`config.mk`:
```
export PLATFORM = sky130hd
export DESIGN_NAME = phase_watch
export DESIGN_NICKNAME = d
export VERILOG_FILES = /design/src/rtl/phw_pkg.sv /design/src/rtl/phw_change_det.sv /design/src/rtl/phw_window_ctr.sv /design/src/rtl/phase_watch.sv
export SDC_FILE = /design/constraint.sdc
export NUM_CORES = 1
export LEC_CHECK = 0
export ABC_CLOCK_PERIOD_IN_PS = 2700
export BUFFER_PORTS_ARGS = -buffer_cell sky130_fd_sc_hd__buf_4
export CAP_MARGIN = 10
export CELL_PAD_IN_SITES_DETAIL_PLACEMENT = 0
export CELL_PAD_IN_SITES_GLOBAL_PLACEMENT = 2
export CORE_UTILIZATION = 30
export DETAILED_ROUTE_END_ITERATION = 8
export PLACE_DENSITY_LB_ADDON = 0.05
export SETUP_SLACK_MARGIN = 0.05
export SYNTH_ARGS = -nofsm -noshare
export SYNTH_HDL_FRONTEND = slang
export SYNTH_SLANG_ARGS = --single-unit
export TNS_END_PERCENT = 20
```
`constraint.sdc`:
```
create_clock -name clk -period 2.7 [get_ports clk]
set_clock_uncertainty 0.15 [all_clocks]
set_input_delay 0 -clock clk [delete_from_list [all_inputs] [get_ports clk]]
set_output_delay 0 -clock clk [all_outputs]
set_load 0.005 [all_outputs]
```
`src/rtl/phw_pkg.sv`:
```
package phw_pkg;

  typedef enum logic [1:0] {
    ST_IDLE   = 2'd0,
    ST_SETTLE = 2'd1,
    ST_HOLD   = 2'd2
  } phw_state_e;

  typedef logic [2:0] bus_phase_t;

  // Pack the three target-driven lines into one phase code.
  function automatic bus_phase_t pack_phase(input logic io, input logic cd, input logic msg);
    return {io, cd, msg};
  endfunction

  // True when a window counter holding cnt completes a window of len samples.
  function automatic logic win_last(input logic [31:0] cnt, input int unsigned len);
    return cnt == (len - 1);
  endfunction

endpackage

```
`src/rtl/phw_change_det.sv`:
```
module phw_change_det
  import phw_pkg::*;
(
  input  logic       en,
  input  logic       gate,
  input  logic       req,
  input  bus_phase_t cur,
  input  bus_phase_t ref_ph,
  output logic       hit
);
  logic req_ok;

  assign req_ok = !gate || req;
  assign hit    = en && req_ok && (cur != ref_ph);
endmodule

```
`src/rtl/phw_window_ctr.sv`:
```
module phw_window_ctr
  import phw_pkg::*;
#(
  parameter int LEN = 11
) (
  input  logic clk,
  input  logic rst_n,
  input  logic clr,
  input  logic inc,
  output logic last
);
  localparam int CW = $clog2(LEN + 1);

  logic [CW-1:0] cnt_q;

  always_ff @(posedge clk or negedge rst_n) begin
    if (!rst_n)   cnt_q <= '0;
    else if (clr) cnt_q <= '0;
    else if (inc) cnt_q <= cnt_q + 1'b1;
  end

  assign last = win_last(32'(cnt_q), LEN);
endmodule

```
`src/rtl/phase_watch.sv`:
```
module phase_watch
  import phw_pkg::*;
#(
  parameter int SETTLE_CLKS = 12,
  parameter int HOLD_CLKS   = 12
) (
  input  logic       clk,
  input  logic       rst_n,
  input  logic       conn_init,
  input  logic       req_gate,
  input  logic       bsy_i,
  input  logic       req_i,
  input  logic       io_i,
  input  logic       cd_i,
  input  logic       msg_i,
  output logic       svc_o,
  output logic       lost_o,
  output logic [2:0] phase_o
);
  // The detection edge is the first settle sample; the counter covers the rest.
  localparam int SETTLE_REST = SETTLE_CLKS - 1;

  phw_state_e st_q;
  bus_phase_t cur_ph, ref_q, cand_q;

  // Named internal events for the checker
  logic chg_seen, cand_match;
  logic settle_last, hold_last;
  logic settle_inc, hold_inc;
  logic abandon_ev, confirm_ev, lost_ev, svc_ev;
  logic svc_q, lost_q;

  assign cur_ph = pack_phase(io_i, cd_i, msg_i);

  phw_change_det u_det (
    .en     (conn_init && (st_q == ST_IDLE)),
    .gate   (req_gate),
    .req    (req_i),
    .cur    (cur_ph),
    .ref_ph (ref_q),
    .hit    (chg_seen)
  );

  assign cand_match = (cur_ph == cand_q);
  assign settle_inc = (st_q == ST_SETTLE) && conn_init && cand_match;
  assign abandon_ev = (st_q == ST_SETTLE) && conn_init && !cand_match;
  assign confirm_ev = settle_inc && settle_last;
  assign hold_inc   = (st_q == ST_HOLD) && conn_init && bsy_i;
  assign lost_ev    = (st_q == ST_HOLD) && conn_init && !bsy_i;
  assign svc_ev     = hold_inc && hold_last;

  phw_window_ctr #(.LEN(SETTLE_REST)) u_settle_ctr (
    .clk   (clk),
    .rst_n (rst_n),
    .clr   (st_q != ST_SETTLE),
    .inc   (settle_inc),
    .last  (settle_last)
  );

  phw_window_ctr #(.LEN(HOLD_CLKS)) u_hold_ctr (
    .clk   (clk),
    .rst_n (rst_n),
    .clr   (st_q != ST_HOLD),
    .inc   (hold_inc),
    .last  (hold_last)
  );

  always_ff @(posedge clk or negedge rst_n) begin
    if (!rst_n) begin
      st_q   <= ST_IDLE;
      ref_q  <= '0;
      cand_q <= '0;
      svc_q  <= 1'b0;
      lost_q <= 1'b0;
    end else begin
      svc_q  <= svc_ev;
      lost_q <= lost_ev;
      if (!conn_init) begin
        st_q  <= ST_IDLE;
        ref_q <= cur_ph;
      end else begin
        unique case (st_q)
          ST_IDLE: begin
            if (chg_seen) begin
              st_q   <= ST_SETTLE;
              cand_q <= cur_ph;
            end
          end
          ST_SETTLE: begin
            if (abandon_ev)      st_q <= ST_IDLE;
            else if (confirm_ev) st_q <= ST_HOLD;
          end
          ST_HOLD: begin
            if (lost_ev) begin
              st_q <= ST_IDLE;
            end else if (svc_ev) begin
              st_q  <= ST_IDLE;
              ref_q <= cand_q;
            end
          end
          default: st_q <= ST_IDLE;
        endcase
      end
    end
  end

  assign svc_o   = svc_q;
  assign lost_o  = lost_q;
  assign phase_o = ref_q;
endmodule

```
==> qor.log, run 1 <==
INFO  cts            cts_root_buf=clkbuf_4
INFO  grt            first_global_vias=715
INFO  timing         timing.max_slew.rel_slack=0.436
INFO  power          power.switching=162uW
INFO  grt            initial_antenna_violation_count=0
INFO  cts            cts_tree=done
INFO  status         failed_checks=DRC
INFO  die            die_width=57.7um
INFO  die            io_pins=14
INFO  synth          ys_types=26
INFO  die            overall_die_area=3330squm
INFO  grt            grt_pass1_wl=3320um
INFO  power          pwr-share-seq=0.526
INFO  synth          netlist_top_cells_count=18 x dfrtp_1, 10 x nor2_1, 6 x xnor2_1
INFO  power          power.share.clock=0.288
INFO  grt            grt.busiest_layer=met2
INFO  detailed_routing antenna_violating_nets_post_route=0
INFO  worst_setup_path setup.worst_path.class=reg2reg
INFO  detailed_routing firstDrtPassIters=5
INFO  detailed_routing viasPerCell=4.89
INFO  grt            track_usage=0.132
INFO  power          combinationalPowerShare=0.186
INFO  synth          synth_top_cells_by_area=dfrtp_1 48%, xnor2_1 5.6%, xor2_1 4.7%
INFO  die            row_cnt=19
INFO  timing         final_hold_viol_count=0
INFO  grt            gr-usage-met2=0.226
INFO  cts            numClockSinks=18
INFO  power          ir_worst_vdd=0.000500V
INFO  synth          synth_area_leader_cell=dfrtp_1
INFO  timing         final-max-slew-violation-count=0
INFO  worst_setup_path cp_top_family=simple AND/OR/NAND/NOR gates
INFO  synth          ys_async_sr_fraction=1.00
INFO  worst_setup_path path_cells=xor2_1 -> nor4b_4 -> nand3b_2 -> o31ai_2
INFO  layout         num_antenna_cells=0
INFO  worst_setup_path critical_path_required=2.77ns
INFO  synth          sequential_area_share_after_synthesis=0.483
INFO  worst_setup_path start_kind=flop
INFO  layout         area.growth.synth_to_final=26.7%
INFO  synth          synthesized_nets=97
INFO  detailed_routing wl=1820um
INFO  layout         finish.instance_area=1180squm
INFO  cts            cts.clk_slew.worst_paths=0.11ns
INFO  synth          yosys_warnings=0
INFO  grt            grt_overflow=0
INFO  worst_setup_path cp-end-kind=flop
INFO  detailed_routing dr_total_vias=684
INFO  die            initial_utilization=0.327
INFO  timing         tightest_slew=0.844ns
INFO  cts            clk_latency=0.29ns
INFO  cts            cts_resized=0
INFO  placement      io_buffer_count=13
INFO  cts            clk_path_buf_depth=2
INFO  synth          synth-edff-count=0
INFO  die            die_height=57.7um
INFO  cts            h-tree-depth=1
INFO  layout         layout-drive-gt1-share=0.220
INFO  layout         fin_nets=122
INFO  worst_setup_path crit_path_max_incr_delay=0.42ns
INFO  synth          post_synth.cell_area_avg=11.0squm
INFO  synth          post-synth-top-count-cell=dfrtp_1
INFO  timing         totalNegativeSetupSlack=0ns
INFO  synth          synthDominantCellAreaShare=0.483
INFO  grt            globalRouteMet3Util=0.0469
INFO  power          cell_internal_pwr=427uW
INFO  worst_setup_path worst-path-buf-inv=0
INFO  worst_setup_path critical_path_maximum_fanout=3
INFO  power          p_sw_frac=0.275
INFO  worst_hold_path min_path_type=in2reg
INFO  power          cellPowerDensity=498nW/um^2
INFO  cts            cts-hold-fix-buffers=8
INFO  synth          post_synth_inst_count=85
INFO  synth          synth_seq_cells=18
INFO  detailed_routing routedWlPerCell=13.0um
INFO  worst_setup_path library_cell_contributing_the_largest_single_delay_on_the_critical_path=dfrtp_1
INFO  placement      place.gp.congestion=0.681
INFO  detailed_routing detail_route.iter0.violations=9
INFO  cts            cts_setup_buffers=0
INFO  placement      placement.cell_area=1060squm
INFO  worst_setup_path critPathArrivalTime=1.66ns
INFO  synth          synthesis.area=932squm
INFO  grt            grt_max_degree=19
INFO  flow_run       cap_violations=0
INFO  status         status=finished with violations
INFO  timing         setup_viol=0
INFO  grt            globalRouteMet1Util=0.165
INFO  cts            numCtsBuffers=3
INFO  timing         max_freq=628MHz
INFO  power          p_leak=0.000521uW
INFO  die            design.core.area=2850squm
INFO  timing         period_share=0.590
INFO  detailed_routing remaining_drc_errors=1
INFO  timing         grt_setup_unrepaired=false
INFO  timing         period_minus_slack=1.59ns
INFO  synth          dominantRegCellSynth=dfrtp_1
INFO  placement      dpl.hpwl=1330um
## final timing paths
kind                                          start             endpoint  depth (start not counted)  slack, ns
worst min register to register  u_hold_ctr.cnt_q[1]  u_hold_ctr.cnt_q[1]                          2       0.40
max in group asynchronous                     rst_n            cand_q[0]                          3       1.16
worst max register to register            cand_q[2]              st_q[1]                          4       1.11
worst min-delay path                       req_gate              st_q[0]                          4       0.05
min in group asynchronous                     rst_n  u_hold_ctr.cnt_q[2]                          3       0.72
worst max-delay path                      cand_q[2]              st_q[1]                          4       1.11
## worst min-delay path, stage by stage
cell and delay, ns:
buf_4 0.08, a21oi_1 0.05, nand4b_1 0.21, o21ai_0 0.12
## power groups by stage
stage	Combinational (uW)	Sequential [uW]	Clock, uW
floorplan	67.9	311	0
CTS	113	311	178
finish	110	310	169
global route	122	313	186
global placement	103	315	0
detailed placement	104	316	0
## state kept, by name (all words and copies together) (netlist names)
name and flops:
u_hold_ctr.cnt_q 4, u_settle_ctr.cnt_q 4, cand_q 3, phase_o 3, st_q 2, lost_o 1, svc_o 1
## per-stage QoR
step	power (uW)	setup WS, ns	hold slack [ns]	cells	util
after floorplan	379	1.23	-0.446	85	-
after global placement	419	1.10	-0.259	128	0.373
after detailed placement	420	1.11	-0.256	128	0.373
after CTS	601	1.05	0.0402	140	0.414
after global routing	622	0.944	0.0950	140	0.414
final	589	1.11	0.0471	140	0.414
## cell families after synthesis
| kind of cell | share of synthesized area |
|---|---|
| and+or+nand+nor | 0.232 |
| adders and majority gates | 0.0403 |
| AOI/OAI and AO/OA | 0.0456 |
| muxes | 0.0792 |
| buffers and inverters | 0.0161 |
| DFF | 0.483 |
| xor gates and xnor gates | 0.103 |
## cell usage in the layout (no fill, tap or decap), types with 2 or more instances in the layout
master / Yosys / routed
a21oi_1: 4 / 4
buf_4: 0 / 13
clkbuf_4: 0 / 3
dfrtp_1: 18 / 18
dlygate4sd3_1: 0 / 8
ha_1: 3 / 3
inv_1: 3 / 3
mux2_2: 3 / 3
mux2i_1: 4 / 4
nand2_1: 5 / 5
nand2b_1: 2 / 2
nand3_1: 5 / 5
nand4b_1: 2 / 2
nor2_1: 10 / 10
nor4_1: 2 / 2
o21ai_0: 2 / 2
xnor2_1: 6 / 6
xor2_1: 5 / 5
## cell type report
type / instances / area [sq um]
Timing Repair Buffer: 21 / 178
Multi-Input combinational cell: 63 / 467
Inverter: 3 / 11.3
Sequential cell: 18 / 450
Tap cell: 31 / 38.8
Fill cell: 297 / 1670
Clock buffer: 4 / 36.3
## routing by layer
layer  vias up  wire length [um]
met2        12               894
li1        347                 -
met4         0                17
met5         -                 0
met3         2                66
met1       323               838
Note: power is estimated with default switching activity, not from simulation.
==> run 2, diff against run 1 <==
--- a/config.mk
+++ b/config.mk
@@ -5,12 +5,13 @@
 export SDC_FILE = /design/constraint.sdc
 export NUM_CORES = 1
 export LEC_CHECK = 0
-export ABC_CLOCK_PERIOD_IN_PS = 2700
+export ABC_AREA = 1
+export ABC_CLOCK_PERIOD_IN_PS = 1310
 export BUFFER_PORTS_ARGS = -buffer_cell sky130_fd_sc_hd__buf_4
 export CAP_MARGIN = 10
 export CELL_PAD_IN_SITES_DETAIL_PLACEMENT = 0
 export CELL_PAD_IN_SITES_GLOBAL_PLACEMENT = 2
-export CORE_UTILIZATION = 30
+export CORE_UTILIZATION = 29
 export DETAILED_ROUTE_END_ITERATION = 8
 export PLACE_DENSITY_LB_ADDON = 0.05
 export SETUP_SLACK_MARGIN = 0.05
==> constraint.sdc (replaced) <==
create_clock -name clk -period 1.31 [get_ports clk]
set_clock_uncertainty 0.15 [all_clocks]
set_input_delay 0 -clock clk [delete_from_list [all_inputs] [get_ports clk]]
set_output_delay 0 -clock clk [all_outputs]
set_load 0.005 [all_outputs]
==> run 2 against run 1 <==
Effect of this change:
- the run now ends clean
- first-iteration DRC count grew to 5.4 times the previous value
- fmax is 24% higher
- flip-flop and latch count stayed put
- largest power group unchanged
==> qor.log, run 2 <==
INFO  status         status=completed [was finished with violations]
INFO  timing         final-max-slew-violation-count=0 [unchanged]
INFO  worst_setup_path critical_path_required=1.36ns [was 2.77 ns]
INFO  synth          synth_top_cells_by_area=dfrtp_1 43%, nand2_1 17%, nand3_1 7.6% [was dfrtp_1 48%, xnor2_1 5.6%, xor2_1 4.7%]
INFO  placement      placement.cell_area=1220squm [was 1060 sq um]
INFO  synth          dominantRegCellSynth=dfrtp_1 [unchanged]
INFO  timing         final_hold_viol_count=0 [unchanged]
INFO  timing         period_share=0.982 [was 0.590]
INFO  grt            grt_max_degree=19 [unchanged]
INFO  synth          post_synth.cell_area_avg=8.01squm [was 11.0 sq um]
INFO  cts            h-tree-depth=1 [unchanged]
INFO  worst_setup_path crit_path_max_incr_delay=0.46ns [was 0.42 ns]
INFO  grt            initial_antenna_violation_count=0 [unchanged]
INFO  layout         layout-drive-gt1-share=0.305 [was 0.220]
INFO  layout         layout.cells.most_common=nand2_1 [was dfrtp_1]
INFO  cts            clk_latency=0.29ns [about the same]
INFO  worst_setup_path critPathArrivalTime=1.33ns [was 1.66 ns]
INFO  synth          synth-edff-count=0 [unchanged]
INFO  power          cellPowerDensity=945nW/um^2 [was 498 nW/um^2]
INFO  grt            first_global_vias=975 [was 715]
INFO  detailed_routing firstDrtPassIters=4 [was 5]
INFO  grt            track_usage=0.134 [was 0.132]
INFO  die            die_height=62.4um [was 57.7 um]
INFO  power          post-layout-total-power=1340uW [was 589 uW]
INFO  detailed_routing detail_route.iter0.violations=49 [was 9]
INFO  timing         max_freq=778MHz [was 628 MHz]
INFO  placement      place.gp.congestion=0.753 [was 0.681]
INFO  detailed_routing antenna_violating_nets_post_route=0 [unchanged]
INFO  grt            grt_pass1_wl=4210um [was 3320 um]
INFO  placement      dpl.hpwl=1710um [was 1330 um]
INFO  timing         period_minus_slack=1.29ns [was 1.59 ns]
INFO  synth          synthDominantCellAreaShare=0.426 [was 0.483]
INFO  timing         tightest_slew=0.423ns [was 0.844 ns]
INFO  die            row_cnt=21 [was 19]
INFO  die            die_width=62.4um [was 57.7 um]
INFO  synth          yosys_warnings=0 [unchanged]
INFO  synth          synthesized_nets=144 [was 97]
INFO  timing         grt_setup_unrepaired=true [was false]
INFO  layout         finish.instance_area=1420squm [was 1180 sq um]
INFO  synth          ys_async_sr_fraction=1.00 [unchanged]
INFO  power          p_leak=0.000718uW [was 0.000521 uW]
INFO  timing         timing.max_slew.rel_slack=0.717 [was 0.436]
INFO  placement      io_buffer_count=13 [unchanged]
INFO  layout         most_frequent_cells_in_the_layout=47 x nand2_1, 20 x buf_4, 16 x dfrtp_1 [was 18 x dfrtp_1, 13 x buf_4, 10 x nor2_1]
INFO  synth          synth_area_leader_cell=dfrtp_1 [unchanged]
INFO  worst_setup_path cp_top_family=simple AND/OR/NAND/NOR gates [unchanged]
INFO  worst_setup_path cpMostUsedCell=nand3_2
INFO  detailed_routing remaining_drc_errors=0 [was 1]
INFO  die            initial_utilization=0.310 [was 0.327]
INFO  worst_setup_path start_kind=flop [unchanged]
INFO  cts            numClockSinks=18 [unchanged]
INFO  synth          netlist_top_cells_count=48 x nand2_1, 18 x dfrtp_1, 16 x nand3_1 [was 18 x dfrtp_1, 10 x nor2_1, 6 x xnor2_1]
INFO  layout         utilization_after_layout=0.415 [was 0.414]
INFO  worst_setup_path cp-end-kind=flop [unchanged]
INFO  cts            cts_tree=done [unchanged]
INFO  power          ir_worst_vdd=0.000290V [was 0.000500 V]
INFO  detailed_routing wl=2330um [was 1820 um]
INFO  flow_run       cap_violations=0 [unchanged]
INFO  worst_setup_path worst-path-buf-inv=1 [was 0]
INFO  layout         num_antenna_cells=0 [unchanged]
INFO  detailed_routing viasPerCell=4.41 [was 4.89]
INFO  die            io_pins=14 [unchanged]
INFO  synth          post-synth-top-count-cell=nand2_1 [was dfrtp_1]
INFO  grt            grt_overflow=0 [unchanged]
INFO  synth          ys_types=25 [was 26]
INFO  synth          synthesis.area=1060squm [was 932 sq um]
INFO  detailed_routing dr_total_vias=926 [was 684]
INFO  synth          sequential_area_share_after_synthesis=0.426 [was 0.483]
INFO  die            design.core.area=3420squm [was 2850 sq um]
INFO  cts            numCtsBuffers=3 [unchanged]
INFO  worst_setup_path critical_path_maximum_fanout=6 [was 3]
INFO  layout         area.growth.synth_to_final=34.1% [was 26.7%]
INFO  worst_setup_path setup.worst_path.class=reg2reg [unchanged]
INFO  worst_hold_path min_path_type=in2reg [unchanged]
INFO  cts            cts_root_buf=clkbuf_4 [unchanged]
INFO  layout         fin_nets=177 [was 122]
INFO  worst_setup_path library_cell_contributing_the_largest_single_delay_on_the_critical_path=dfrtp_2 [was dfrtp_1]
INFO  synth          synth_seq_cells=18 [unchanged]
INFO  timing         setup_viol=0 [unchanged]
INFO  cts            cts.clk_slew.worst_paths=0.11ns [about the same]
INFO  worst_setup_path path_cells=inv_2 -> nand3_2 -> nor2_4 -> nand2_4 -> nand3_2 -> nand2_1 [was xor2_1 -> nor4b_4 -> nand3b_2 -> o31ai_2]
INFO  cts            clk_path_buf_depth=2 [unchanged]
INFO  die            overall_die_area=3890squm [was 3330 sq um]
INFO  layout         reg.largest.list=u_hold_ctr.cnt_q x4, u_settle_ctr.cnt_q x4 [unchanged]
INFO  detailed_routing routedWlPerCell=11.1um [was 13.0 um]
INFO  synth          post_synth_inst_count=132 [was 85]
==> run 2: changes by cell type after synthesis, sizes merged, moves of 5 or more <==
| cell | before | now |
|---|---|---|
| inv | 3 | 19 |
| o21ai | 2 | 7 |
| nand3 | 5 | 18 |
| nand2 | 5 | 50 |
| nor2 | 11 | 6 |
| xnor2 | 6 | 1 |
==> run 2: timing repair <==
item,CTS,global route
gates resized for setup,2,8
setup endpoints to repair,11,16
hold buffers,9,0
pin swaps,1,5
setup buffers,2,2
endpoints found under the hold margin,29,0
==> run 2: area by class of cell <==
class | count | area (sq um)
Inverter | 19 | 76.3
Fill cell | 365 | 2000
Tap cell | 46 | 57.6
Clock buffer | 4 | 36.3
Multi-Input combinational cell | 94 | 554
Timing Repair Buffer | 29 | 240
Sequential cell | 18 | 453
==> run 2: path summary, 6_finish.rpt <==
check	slack (ns)	from	cells past startpoint	end
worst max-delay path	0.02	st_q[1]	6	u_settle_ctr.cnt_q[1]
worst min-delay path	0.27	bsy_i	3	lost_o
worst max register to register	0.02	st_q[1]	6	u_settle_ctr.cnt_q[1]
worst min register to register	0.39	cand_q[2]	2	cand_q[2]
max in group asynchronous	0.28	rst_n	3	st_q[0]
min in group asynchronous	0.50	rst_n	3	phase_o[2]
==> run 2: worst min-delay path, delay by kind of cell <==
family                 cells  cell delay [ns]
buffers and inverters      2             0.64
AND/OR/NAND/NOR            1             0.04
==> run 2: power by group <==
group	internal [uW]	switching, uW
Clock	169	185
Combinational	152	184
Sequential	600	49.6
Total	921	419
==> run 2: layer usage <==
metal / wire length (um) / track usage / vias up
met5: 0 / 0 / -
met4: 15 / 0.0523 / 0
met3: 33 / 0.0164 / 2
met2: 1220 / 0.249 / 6
met1: 1060 / 0.157 / 436
li1: - / - / 482
==> run 2: cells by family (layout without fill, tap and decap cells) <==
family | after synthesis | count (layout) | share of synthesized area
AOI/OAI and AO/OA | 9 | 9 | 0.0615
xor gates and xnor gates | 3 | 3 | 0.0249
adders and majority gates | 3 | 3 | 0.0355
buffers and inverters | 20 | 52 | 0.0828
DFF | 18 | 18 | 0.426
muxes | 1 | 1 | 0.00947
and+or+nand+nor | 78 | 78 | 0.360
==> run 2: metrics by stage <==
stage                     instances  worst slack, ns  TNS, ns  hold WS (ns)
after floorplan                 132           0.0802        0        -0.446
after global placement          193         -0.00701  -0.0239        -0.261
after detailed placement        193          -0.0262  -0.0749        -0.254
after CTS                       208           0.0240        0         0.267
after global routing            210           -0.101   -0.482         0.274
final                           210           0.0241        0         0.273
==> run 3, diff against run 2 <==
--- a/config.mk
+++ b/config.mk
@@ -5,15 +5,16 @@
 export SDC_FILE = /design/constraint.sdc
 export NUM_CORES = 1
 export LEC_CHECK = 0
-export ABC_AREA = 1
 export ABC_CLOCK_PERIOD_IN_PS = 1310
 export BUFFER_PORTS_ARGS = -buffer_cell sky130_fd_sc_hd__buf_4
 export CAP_MARGIN = 10
 export CELL_PAD_IN_SITES_DETAIL_PLACEMENT = 0
 export CELL_PAD_IN_SITES_GLOBAL_PLACEMENT = 2
-export CORE_UTILIZATION = 29
+export CORE_UTILIZATION = 30
 export DETAILED_ROUTE_END_ITERATION = 8
 export PLACE_DENSITY_LB_ADDON = 0.05
+export RECOVER_POWER = 100
+export REMOVE_ABC_BUFFERS = 1
 export SETUP_SLACK_MARGIN = 0.05
 export SYNTH_ARGS = -nofsm -noshare
 export SYNTH_HDL_FRONTEND = slang
==> run 3 against run 2 <==
Effect of this change:
- the run now ends with DRC, setup timing left
- fmax is 16% lower
- die area decreased by 14%
- final cell count down 23%
- utilization grew 7.7 points
- register-to-register slack lost 0.24 ns
- sequential power fell by 1%
- critical path depth decreased by 1
- setup slack worse by 0.24 ns
- clock power decreased by 20%
- flip-flop and latch count did not move
- first-iteration DRC count down 76%
==> qor.log, run 3 (synthesis gave the netlist of run 1 again) <==
INFO  worst_setup_path cp-end-kind=flop [unchanged]
INFO  power          cellPowerDensity=915nW/um^2 [was 945 nW/um^2]
INFO  placement      dpl.hpwl=1490um [was 1710 um]
INFO  worst_setup_path start_kind=flop [unchanged]
INFO  timing         setup_viol=12 [was 0]
INFO  timing         timing.max_slew.rel_slack=0.714 [was 0.717]
INFO  detailed_routing firstDrtPassIters=6 [was 4]
INFO  detailed_routing wl=2180um [was 2330 um]
INFO  detailed_routing remaining_drc_errors=1 [was 0]
INFO  worst_hold_path cell_depth_of_the_worst_hold_path=4 [was 3]
INFO  layout         fin_nets=144 [was 177]
INFO  worst_setup_path setup.worst_path.class=reg2reg [unchanged]
INFO  cts            clk_path_buf_depth=2 [unchanged]
INFO  worst_setup_path crit-reg2reg-launch=cand_q[1] [was st_q[1]]
INFO  power          p_leak=0.000665uW [was 0.000718 uW]
INFO  worst_setup_path critical_path.startpoint=cand_q[1] [was st_q[1]]
INFO  die            row_cnt=19 [was 21]
INFO  worst_hold_path hold_path.startpoint=req_gate [was bsy_i]
INFO  die            die_height=57.7um [was 62.4 um]
INFO  grt            track_usage=0.147 [was 0.134]
INFO  timing         setup_ws=-0.217ns [was 0.0241 ns]
INFO  cts            cts_tree=done [unchanged]
INFO  timing         period_minus_slack=1.53ns [was 1.29 ns]
INFO  grt            first_global_vias=815 [was 975]
INFO  grt            grt_pass1_wl=3690um [was 4210 um]
INFO  timing         grt_setup_unrepaired=true [unchanged]
INFO  die            design.core.area=2850squm [was 3420 sq um]
INFO  die            overall_die_area=3330squm [was 3890 sq um]
INFO  layout         layout.cells.most_common=buf_4 [was nand2_1]
INFO  timing         final-max-slew-violation-count=0 [unchanged]
INFO  cts            cts_root_buf=clkbuf_4 [unchanged]
INFO  status         failed_checks=DRC, setup timing
INFO  worst_setup_path critical_path_required=1.35ns [was 1.36 ns]
INFO  worst_hold_path hold-path-endpoint=cand_q[1] [was lost_o]
INFO  timing         tightest_slew=0.429ns [was 0.423 ns]
INFO  worst_hold_path min_path_type=in2reg [unchanged]
INFO  cts            numClockSinks=18 [unchanged]
INFO  die            io_pins=14 [unchanged]
INFO  timing         period_share=1.17 [was 0.982]
INFO  power          ir_worst_vdd=0.000509V [was 0.000290 V]
INFO  worst_setup_path reg2regPathDepth=5 [was 6]
INFO  worst_setup_path critPathArrivalTime=1.57ns [was 1.33 ns]
INFO  cts            h-tree-depth=1 [unchanged]
INFO  timing         final_hold_viol_count=0 [unchanged]
INFO  status         status=finished with violations [was completed]
INFO  layout         reg.largest.list=u_hold_ctr.cnt_q x4, u_settle_ctr.cnt_q x4 [unchanged]
INFO  grt            initial_antenna_violation_count=0 [unchanged]
INFO  detailed_routing antenna_violating_nets_post_route=0 [unchanged]
INFO  layout         utilization_after_layout=0.492 [was 0.415]
INFO  layout         layout-drive-gt1-share=0.400 [was 0.305]
INFO  cts            clk_latency=0.29ns [about the same]
INFO  grt            grt_max_degree=19 [unchanged]
INFO  layout         most_frequent_cells_in_the_layout=25 x buf_4, 17 x dfrtp_1, 10 x nor2_1 [was 47 x nand2_1, 20 x buf_4, 16 x dfrtp_1]
INFO  worst_setup_path critical_path_maximum_fanout=3 [was 6]
INFO  die            die_width=57.7um [was 62.4 um]
INFO  placement      place.gp.congestion=0.714 [was 0.753]
INFO  detailed_routing routedWlPerCell=13.6um [was 11.1 um]
INFO  cts            cts.clk_slew.worst_paths=0.10ns [was 0.11 ns]
INFO  flow_run       cap_violations=0 [unchanged]
INFO  detailed_routing viasPerCell=4.86 [was 4.41]
INFO  timing         max_freq=655MHz [was 778 MHz]
INFO  detailed_routing dr_total_vias=782 [was 926]
INFO  detailed_routing detail_route.iter0.violations=12 [was 49]
INFO  worst_setup_path worst_r2r_endpoint=u_settle_ctr.cnt_q[1] [unchanged]
INFO  placement      place_ws=-0.235ns [was -0.0262 ns]
INFO  cts            numCtsBuffers=3 [unchanged]
INFO  layout         area.growth.synth_to_final=50.5% [was 34.1%]
INFO  layout         num_antenna_cells=0 [unchanged]
INFO  worst_setup_path setup.reg_to_reg.worst_slack=-0.22ns [was 0.02 ns]
INFO  power          post-layout-total-power=1280uW [was 1340 uW]
INFO  die            initial_utilization=0.327 [was 0.310]
INFO  grt            grt_overflow=0 [unchanged]
INFO  placement      io_buffer_count=13 [unchanged]
[run 3: worst max path at each step]
stage	to	slack (ns)	cells past startpoint
final	u_settle_ctr.cnt_q[1]	-0.22	5
after CTS	u_settle_ctr.cnt_q[1]	-0.24	5
after global routing	u_settle_ctr.cnt_q[1]	-0.29	5
after global placement	u_settle_ctr.cnt_q[3]	-0.21	5
after detailed placement	st_q[1]	-0.23	4
after floorplan	st_q[1]	-0.16	4
[run 3: power by group]
part	leakage (uW)	internal (uW)	switching, uW
Sequential	0.000234	597	42.5
Combinational	0.000417	203	158
Clock	0.0000138	107	176
Total	0.000665	907	376
[run 3: critical path: stages (launching register included)]
cell and delay (ns):
dfrtp_2 0.46, xor2_4 0.21, nor4b_4 0.20, buf_4 0.17
mux2i_1 0.18, nor2_1 0.05
[run 3: per-stage QoR]
step                      hold slack [ns]  instance area [sq um]  instances  setup TNS (ns)
after global placement             -0.261                   1210        147           -1.89
after detailed placement           -0.258                   1210        147           -2.01
final                              0.0798                   1400        161           -2.11
after floorplan                    -0.446                    928         84           -1.20
after CTS                          0.0909                   1340        160           -2.39
after global routing                0.107                   1400        161           -3.06
[run 3: area by class of cell]
cell class,count,area (sq um)
fill,289,1450
multi-input combinational,63,536
sequential,18,452
timing repair buffer,43,343
tap,31,38.8
clock buffer,3,22.5
inverter,3,11.3
[run 3: metal layers]
layer,vias up,routed length (um),global-route usage
li1,387,-,-
met3,4,44,0.0268
met4,0,28,0.0510
met1,381,1040,0.183
met2,10,1070,0.257
met5,-,0,0
[run 3: timing repair]
action	CTS	global route
endpoints found under the hold margin	28	0
hold buffers	9	0
resized for setup	3	13
pin swaps	4	7
endpoints found under the setup margin	12	16
setup buffers	1	1
gates cloned	0	0
